**config.mk**
```make
export PLATFORM = sky130hd
export DESIGN_NAME = lane_serializer_top
export DESIGN_NICKNAME = d
export VERILOG_FILES = /design/src/rtl/lane_serializer_pkg.sv /design/src/rtl/frame_timer.sv /design/src/rtl/word_source.sv /design/src/rtl/lane_shifter.sv /design/src/rtl/lane_serializer_top.sv
export SDC_FILE = /design/constraint.sdc
export NUM_CORES = 1
export LEC_CHECK = 0
export BUFFER_PORTS_ARGS = -buffer_cell sky130_fd_sc_hd__buf_2
export CAP_MARGIN = 10
export CORE_UTILIZATION = 60
export CTS_BUF_LIST = sky130_fd_sc_hd__clkbuf_8
export DETAILED_ROUTE_END_ITERATION = 10
export GPL_ROUTABILITY_DRIVEN = 1
export PLACE_DENSITY_LB_ADDON = 0.3
export SLEW_MARGIN = 15
export SYNTH_ARGS = -nofsm -noshare
export SYNTH_HDL_FRONTEND = slang
export SYNTH_SLANG_ARGS = --single-unit
```
**constraint.sdc**
```tcl
create_clock -name clk -period 4.65 [get_ports clk]
set_clock_uncertainty 0.2 [all_clocks]
set_input_delay 0.2325 -clock clk [delete_from_list [all_inputs] [get_ports clk]]
set_output_delay 0.2325 -clock clk [all_outputs]
set_load 0.01 [all_outputs]
```
**src/rtl/lane_serializer_pkg.sv**
```systemverilog
// Shared types for the lane serializer.
// Assumes nothing beyond a 2-bit pattern selector.
package lane_serializer_pkg;
    typedef enum logic [1:0] {
        PAT_SAMPLE = 2'd0,
        PAT_DESKEW = 2'd1,
        PAT_SYNC   = 2'd2,
        PAT_CUSTOM = 2'd3
    } pat_e;
endpackage

```
**src/rtl/frame_timer.sv**
```systemverilog
// Counts bit periods within a word and decodes the forwarded clocks.
// Assumes WORD_W is even and at least 2. After reset the count sits on
// the last bit, so the first word loads on the first edge after reset.
module frame_timer #(
    parameter int WORD_W = 12
) (
    input  logic clk,
    input  logic rst_n,
    output logic last_bit,
    output logic frame_clk,
    output logic bit_clk
);
    localparam int CNT_W = $clog2(WORD_W);
    localparam logic [CNT_W-1:0] LAST = CNT_W'(WORD_W - 1);
    localparam logic [CNT_W-1:0] HALF = CNT_W'(WORD_W / 2);

    logic [CNT_W-1:0] cnt;

    // Bit counter: wraps to 0 after the last bit of each word.
    always_ff @(posedge clk) begin
        if (!rst_n)          cnt <= LAST;
        else if (cnt == LAST) cnt <= '0;
        else                 cnt <= cnt + 1'b1;
    end

    // Output decode: frame high in the first half, bit clock high on even bits.
    always_comb begin
        last_bit  = (cnt == LAST);
        frame_clk = rst_n ? (cnt < HALF) : 1'b0;
        bit_clk   = rst_n ? ~cnt[0] : 1'b0;
    end

    assert_frame_rise_R1: assert property (@(posedge clk) disable iff (!rst_n)
        $rose(frame_clk) |-> $past(last_bit));
    assert_frame_low_end_R1: assert property (@(posedge clk) disable iff (!rst_n)
        last_bit |-> !frame_clk);
    assert_bit_toggle_R2: assert property (@(posedge clk) disable iff (!rst_n)
        rst_n |=> (bit_clk != $past(bit_clk)));
endmodule

```
**src/rtl/word_source.sv**
```systemverilog
// Picks the word for one lane (sample or pattern) and applies bit order.
// Purely combinational; the caller samples it only at a frame boundary.
module word_source
    import lane_serializer_pkg::*;
#(
    parameter int WORD_W = 12
) (
    input  logic [WORD_W-1:0] sample,
    input  pat_e              pattern,
    input  logic [WORD_W-1:0] custom,
    input  logic              msb_first,
    output logic [WORD_W-1:0] word
);
    localparam int HALF = WORD_W / 2;

    logic [WORD_W-1:0] deskew_w;
    logic [WORD_W-1:0] sync_w;
    logic [WORD_W-1:0] base_w;
    logic [WORD_W-1:0] rev_w;

    // Pattern constants and bit reversal, one bit per generated slice.
    for (genvar i = 0; i < WORD_W; i++) begin : g_bits
        assign deskew_w[i] = (i % 2) == 1;
        assign sync_w[i]   = (i >= HALF);
        assign rev_w[i]    = base_w[WORD_W-1-i];
    end

    // Content selection by pattern code.
    always_comb begin
        unique case (pattern)
            PAT_DESKEW: base_w = deskew_w;
            PAT_SYNC:   base_w = sync_w;
            PAT_CUSTOM: base_w = custom;
            default:    base_w = sample;
        endcase
    end

    // Bit order: the lane always shifts out bit 0 first.
    assign word = msb_first ? rev_w : base_w;
endmodule

```
**src/rtl/lane_shifter.sv**
```systemverilog
// One serial lane: loads a word at the frame boundary, then shifts it out
// bit 0 first. A channel flagged off at load time sends all zeros.
module lane_shifter #(
    parameter int WORD_W = 12
) (
    input  logic              clk,
    input  logic              rst_n,
    input  logic              load,
    input  logic [WORD_W-1:0] word,
    input  logic              off,
    output logic              lane
);
    logic [WORD_W-1:0] shreg;
    logic              off_q;

    // Shift register: load at boundary, else move one bit toward the lane.
    always_ff @(posedge clk) begin
        if (!rst_n) begin
            shreg <= '0;
            off_q <= 1'b0;
        end else if (load) begin
            shreg <= off ? '0 : word;
            off_q <= off;
        end else begin
            shreg <= {1'b0, shreg[WORD_W-1:1]};
        end
    end

    assign lane = shreg[0];

    assert_off_quiet_R9: assert property (@(posedge clk) disable iff (!rst_n)
        off_q |-> (lane == 1'b0));
endmodule

```
**src/rtl/lane_serializer_top.sv**
```systemverilog
// Multichannel serializer: one lane per channel plus forwarded bit and
// frame clocks from a shared bit counter. All inputs are sampled only in
// the last bit period of a word. The clock is the bit-rate clock.
module lane_serializer_top
    import lane_serializer_pkg::*;
#(
    parameter int CHANNELS = 8,
    parameter int WORD_W   = 12
) (
    input  logic                       clk,
    input  logic                       rst_n,
    input  logic [CHANNELS*WORD_W-1:0] sample_bus,
    input  logic [1:0]                 pattern_sel,
    input  logic                       msb_first,
    input  logic [WORD_W-1:0]          custom_word,
    input  logic [CHANNELS-1:0]        chan_off,
    output logic [CHANNELS-1:0]        lane_out,
    output logic                       bit_clk,
    output logic                       frame_clk
);
    logic last_bit;
    pat_e pattern;

    assign pattern = pat_e'(pattern_sel);

    frame_timer #(.WORD_W(WORD_W)) timer_i (
        .clk       (clk),
        .rst_n     (rst_n),
        .last_bit  (last_bit),
        .frame_clk (frame_clk),
        .bit_clk   (bit_clk)
    );

    // One word source and shifter per channel.
    for (genvar c = 0; c < CHANNELS; c++) begin : g_lane
        logic [WORD_W-1:0] word;

        word_source #(.WORD_W(WORD_W)) src_i (
            .sample    (sample_bus[c*WORD_W +: WORD_W]),
            .pattern   (pattern),
            .custom    (custom_word),
            .msb_first (msb_first),
            .word      (word)
        );

        lane_shifter #(.WORD_W(WORD_W)) shf_i (
            .clk   (clk),
            .rst_n (rst_n),
            .load  (last_bit),
            .word  (word),
            .off   (chan_off[c]),
            .lane  (lane_out[c])
        );
    end

    assert_reset_quiet_R11: assert property (@(posedge clk)
        !rst_n |=> (lane_out == '0));
endmodule

```
==> flow_metrics.env <==
export IMPL_routed_top_layer="met4"
export IMPL_peakVddDrop_uv=150
export IMPL_crit_chain="ha_1 > nand3b_1 > and2_2 > buf_4 > a221o_1"
export IMPL_synth_xor_area_share_pct=0.324
export IMPL_synthFlopType="dfxtp_1"
export IMPL_grt_pass1_vias=5452
export IMPL_synth_seq_cells=100
export IMPL_place_gp_congestion=0.989
export IMPL_syn2layout_area_growth_pct=12.6
export IMPL_die_area_um2=9400
export IMPL_async_flop_share_pct=0
export IMPL_cts_sinks=100
export IMPL_worst_pin_slew_ns=1.17
export IMPL_dr_wl_met3_um=2160
export IMPL_drv_slew=0
export IMPL_layout_drive_gt1_share_pct=23.7
export IMPL_p_leak_nw=2.47
export IMPL_die_h_um=96.9
export IMPL_start_util_pct=62.0
export IMPL_nNetsFinal=810
export IMPL_synth_compound_area_share_pct=35.1
export IMPL_hp_class="primary input to flop"
export IMPL_grt_use_total_pct=37.1
export IMPL_syn_inst=612
export IMPL_crit_type="flop to flop"
export IMPL_numCtsBuffers=9
export IMPL_cpPeakStageDelay_ns=0.78
export IMPL_syn_area_per_cell_um2=8.84
export IMPL_syn_nets=734
export IMPL_synthDistinctLibCells=46
export IMPL_violations="hold timing"
export IMPL_critical_path_slowest_cell="and2_2"
export IMPL_yosysWarningCount=0
export IMPL_cts_hold_fix_buffers=4
export IMPL_vias=5719
export IMPL_diodes=0
export IMPL_routed_via_density=7.15
export IMPL_drv_cap=0
export IMPL_port_buffers=130
export IMPL_grt_pass1_wl_um=27600
export IMPL_setup_violations=0
export IMPL_cp_end_kind="flop"
export IMPL_antenna_found_initial=0
export IMPL_yosys_area_top_type="dfxtp_1"
export IMPL_synth_top_family_by_area="compound AO/OA/AOI/OAI gates"
export IMPL_critPathMaxFanout=41
export IMPL_run_status="complete, but fails checks"
export IMPL_max_slew_margin_pct=21.6
export IMPL_rows=34
export IMPL_finalHoldViolCount=1
export IMPL_wirelength_um=17600
export IMPL_hold_ws_ns=-0.00457
export IMPL_multiInputGateArea_um2=2980
export IMPL_netlist_area_um2=5410
export IMPL_wl_per_cell_um=22.0
export IMPL_cp_start_kind="flop"
export IMPL_synthTopCellsByArea="dfxtp_1 (37%), a32o_1 (8.9%), a221o_1 (6.7%)"
export IMPL_post_route_period_util_pct=61.2
export IMPL_cts_clk_slew_worst_paths_ns=0.10
export IMPL_crit_arrival_ns=2.95
export IMPL_timing_final_crit_period_ns=2.84
export IMPL_wl_met2_um=8030
export IMPL_die_w_um=96.9
export IMPL_ys_seq_area_share_pct=37.0
export IMPL_dpl_cell_area_um2=5870
export IMPL_drt_initial_drc_count=568
export IMPL_clk_latency_ns=0.37
export IMPL_grt_max_degree=60
export IMPL_top_level_ports=131
export IMPL_required_ns=4.76
export IMPL_synthMuxAreaShare_pct=0
export IMPL_clockBufferDepth=2
export IMPL_overflow=0
export IMPL_dp_hpwl_um=11900
export IMPL_postRouteAntennaNets=0
export IMPL_synth_adder_area_share_pct=0.231
export IMPL_seq_area_um2=2000
export IMPL_drt_pass1_iter_count=5
export IMPL_finalInstanceArea_um2=6090
export IMPL_synthSimpleGateAreaFrac_pct=19.4
export IMPL_cts_tree="done"
export IMPL_rsz0062_at_grt="no"
export IMPL_fmax_ghz=0.352
export IMPL_synth_edf_count=0
export IMPL_power_density_nw_per_um2=332
export IMPL_root_buffer="clkbuf_8"
export IMPL_met1_length_um=6550
export IMPL_fillers=662
export IMPL_coreArea_um2=8720
export IMPL_setup_tns_ns=0
export IMPL_drc=0
export IMPL_cts_resized=0
export IMPL_cts_htree_levels=3
export IMPL_netlist_area_leader_share_pct=37.0
export IMPL_cts_setup_buffers=0
==> path summary, 6_finish.rpt <==
kind / slack, ns / start / end / cells after the start
hold / removal: -0.005 / sample_bus[2] / g_lane[0].shf_i.shreg[9] / 3
hold reg to reg: 0.25 / g_lane[3].shf_i.shreg[7] / g_lane[3].shf_i.shreg[6] / 1
setup / recovery: 1.81 / timer_i.cnt[0] / g_lane[4].shf_i.shreg[2] / 5
setup reg to reg: 1.81 / timer_i.cnt[0] / g_lane[4].shf_i.shreg[2] / 5
==> synth_stat cells (3+ instances only) <==
cell type and instances:
buf_1 3, nor3b_1 8, a21boi_0 10, a2bb2oi_1 14
and3_1 5, clkbuf_1 32, a211oi_1 3, o221ai_1 24
nor4_1 22, or2_2 12, nand3_1 10, nor2b_1 5
buf_4 9, nor3_1 31, a22oi_1 4, inv_1 16
o2111ai_1 5, nor4b_1 6, nand4b_1 4, buf_2 27
o21ai_0 39, a211o_1 3, a221o_1 36, nand2_1 3
or3_1 7, o211ai_1 16, a21oi_1 11, dfxtp_1 100
a32o_1 48, nand2b_1 20, a21o_1 15, nand3b_1 3
nor2_1 39, and3b_1 3
==> where the power goes <==
part           switching [W]  internal, W  total [W]
registers          0.0000415     0.000949   0.000991
clock network       0.000306     0.000220   0.000526
logic               0.000309     0.000198   0.000507
total               0.000657      0.00137    0.00202
==> through the flow <==
stage	setup slack (ns)	cells	util, %	total power [W]	hold slack [ns]
after global routing	1.73	800	69.9	0.00209	0.00634
after CTS	1.91	800	69.9	0.00200	0.00114
after detailed placement	1.91	781	67.4	0.00149	0.231
after floorplan	2.85	612	-	0.00135	0.214
after global placement	1.98	781	67.4	0.00148	0.221
final	1.81	800	69.9	0.00202	-0.00457
==> sequential cells by signal, summed over array words and instances (netlist names) <==
name and flops:
g_lane.shf_i.shreg 96, timer_i.cnt 4
==> cell usage in the layout, fill, tap and decap left out, drive strengths merged, types with 3 or more instances in the layout <==
cell type	synthesis	routed
a211o	3	3
a211oi	3	3
a21boi	10	10
a21o	15	15
a21oi	11	11
a221o	36	36
a22oi	4	4
a2bb2oi	14	14
a32o	48	48
and3	5	5
and3b	3	3
buf	41	136
clkbuf	34	11
clkinvlp	0	3
dfxtp	100	100
dlygate4sd3	0	4
inv	17	18
nand2	3	3
nand2b	20	20
nand3	10	10
nand3b	3	3
nand4b	4	4
nor2	39	39
nor2b	5	5
nor3	31	31
nor3b	8	8
nor4	22	22
nor4b	6	6
o2111ai	5	5
o211ai	16	16
o21ai	39	39
o221ai	24	24
or2	13	13
or3	7	7
==> layer usage <==
metal / global-route usage [%] / vias to the layer above
li1: - / 2562
met1: 46.3 / 2639
met2: 59.3 / 441
met3: 8.24 / 77
met4: 20.3 / 0
met5: 0 / -
==> critical path, delay by kind of cell, from the launching register on <==
kind            cells  cell delay (ns)
compound gates      1             0.24
fa+ha+maj           1             0.27
flops               1             0.35
simple gates        2             1.19
buf+inv             1             0.51
==> cell type report <==
cell class                 count  share of cell area [%]
sequential                   100                    32.9
multi-input combinational    420                    48.9
clock inverter                 4                   0.431
timing repair buffer         140                    12.1
inverter                      17                    1.05
clock buffer                  11                    2.49
tap                          108                    2.22
==> logic make-up after synthesis <==
family / count (synthesis)
flip-flops: 100
buffers and inverters: 92
XOR/XNOR: 2
AND/OR/NAND/NOR: 184
adder cells (fa/ha/maj): 1
AO/OA/AOI/OAI: 233
Note: power is estimated with default switching activity, not from simulation.
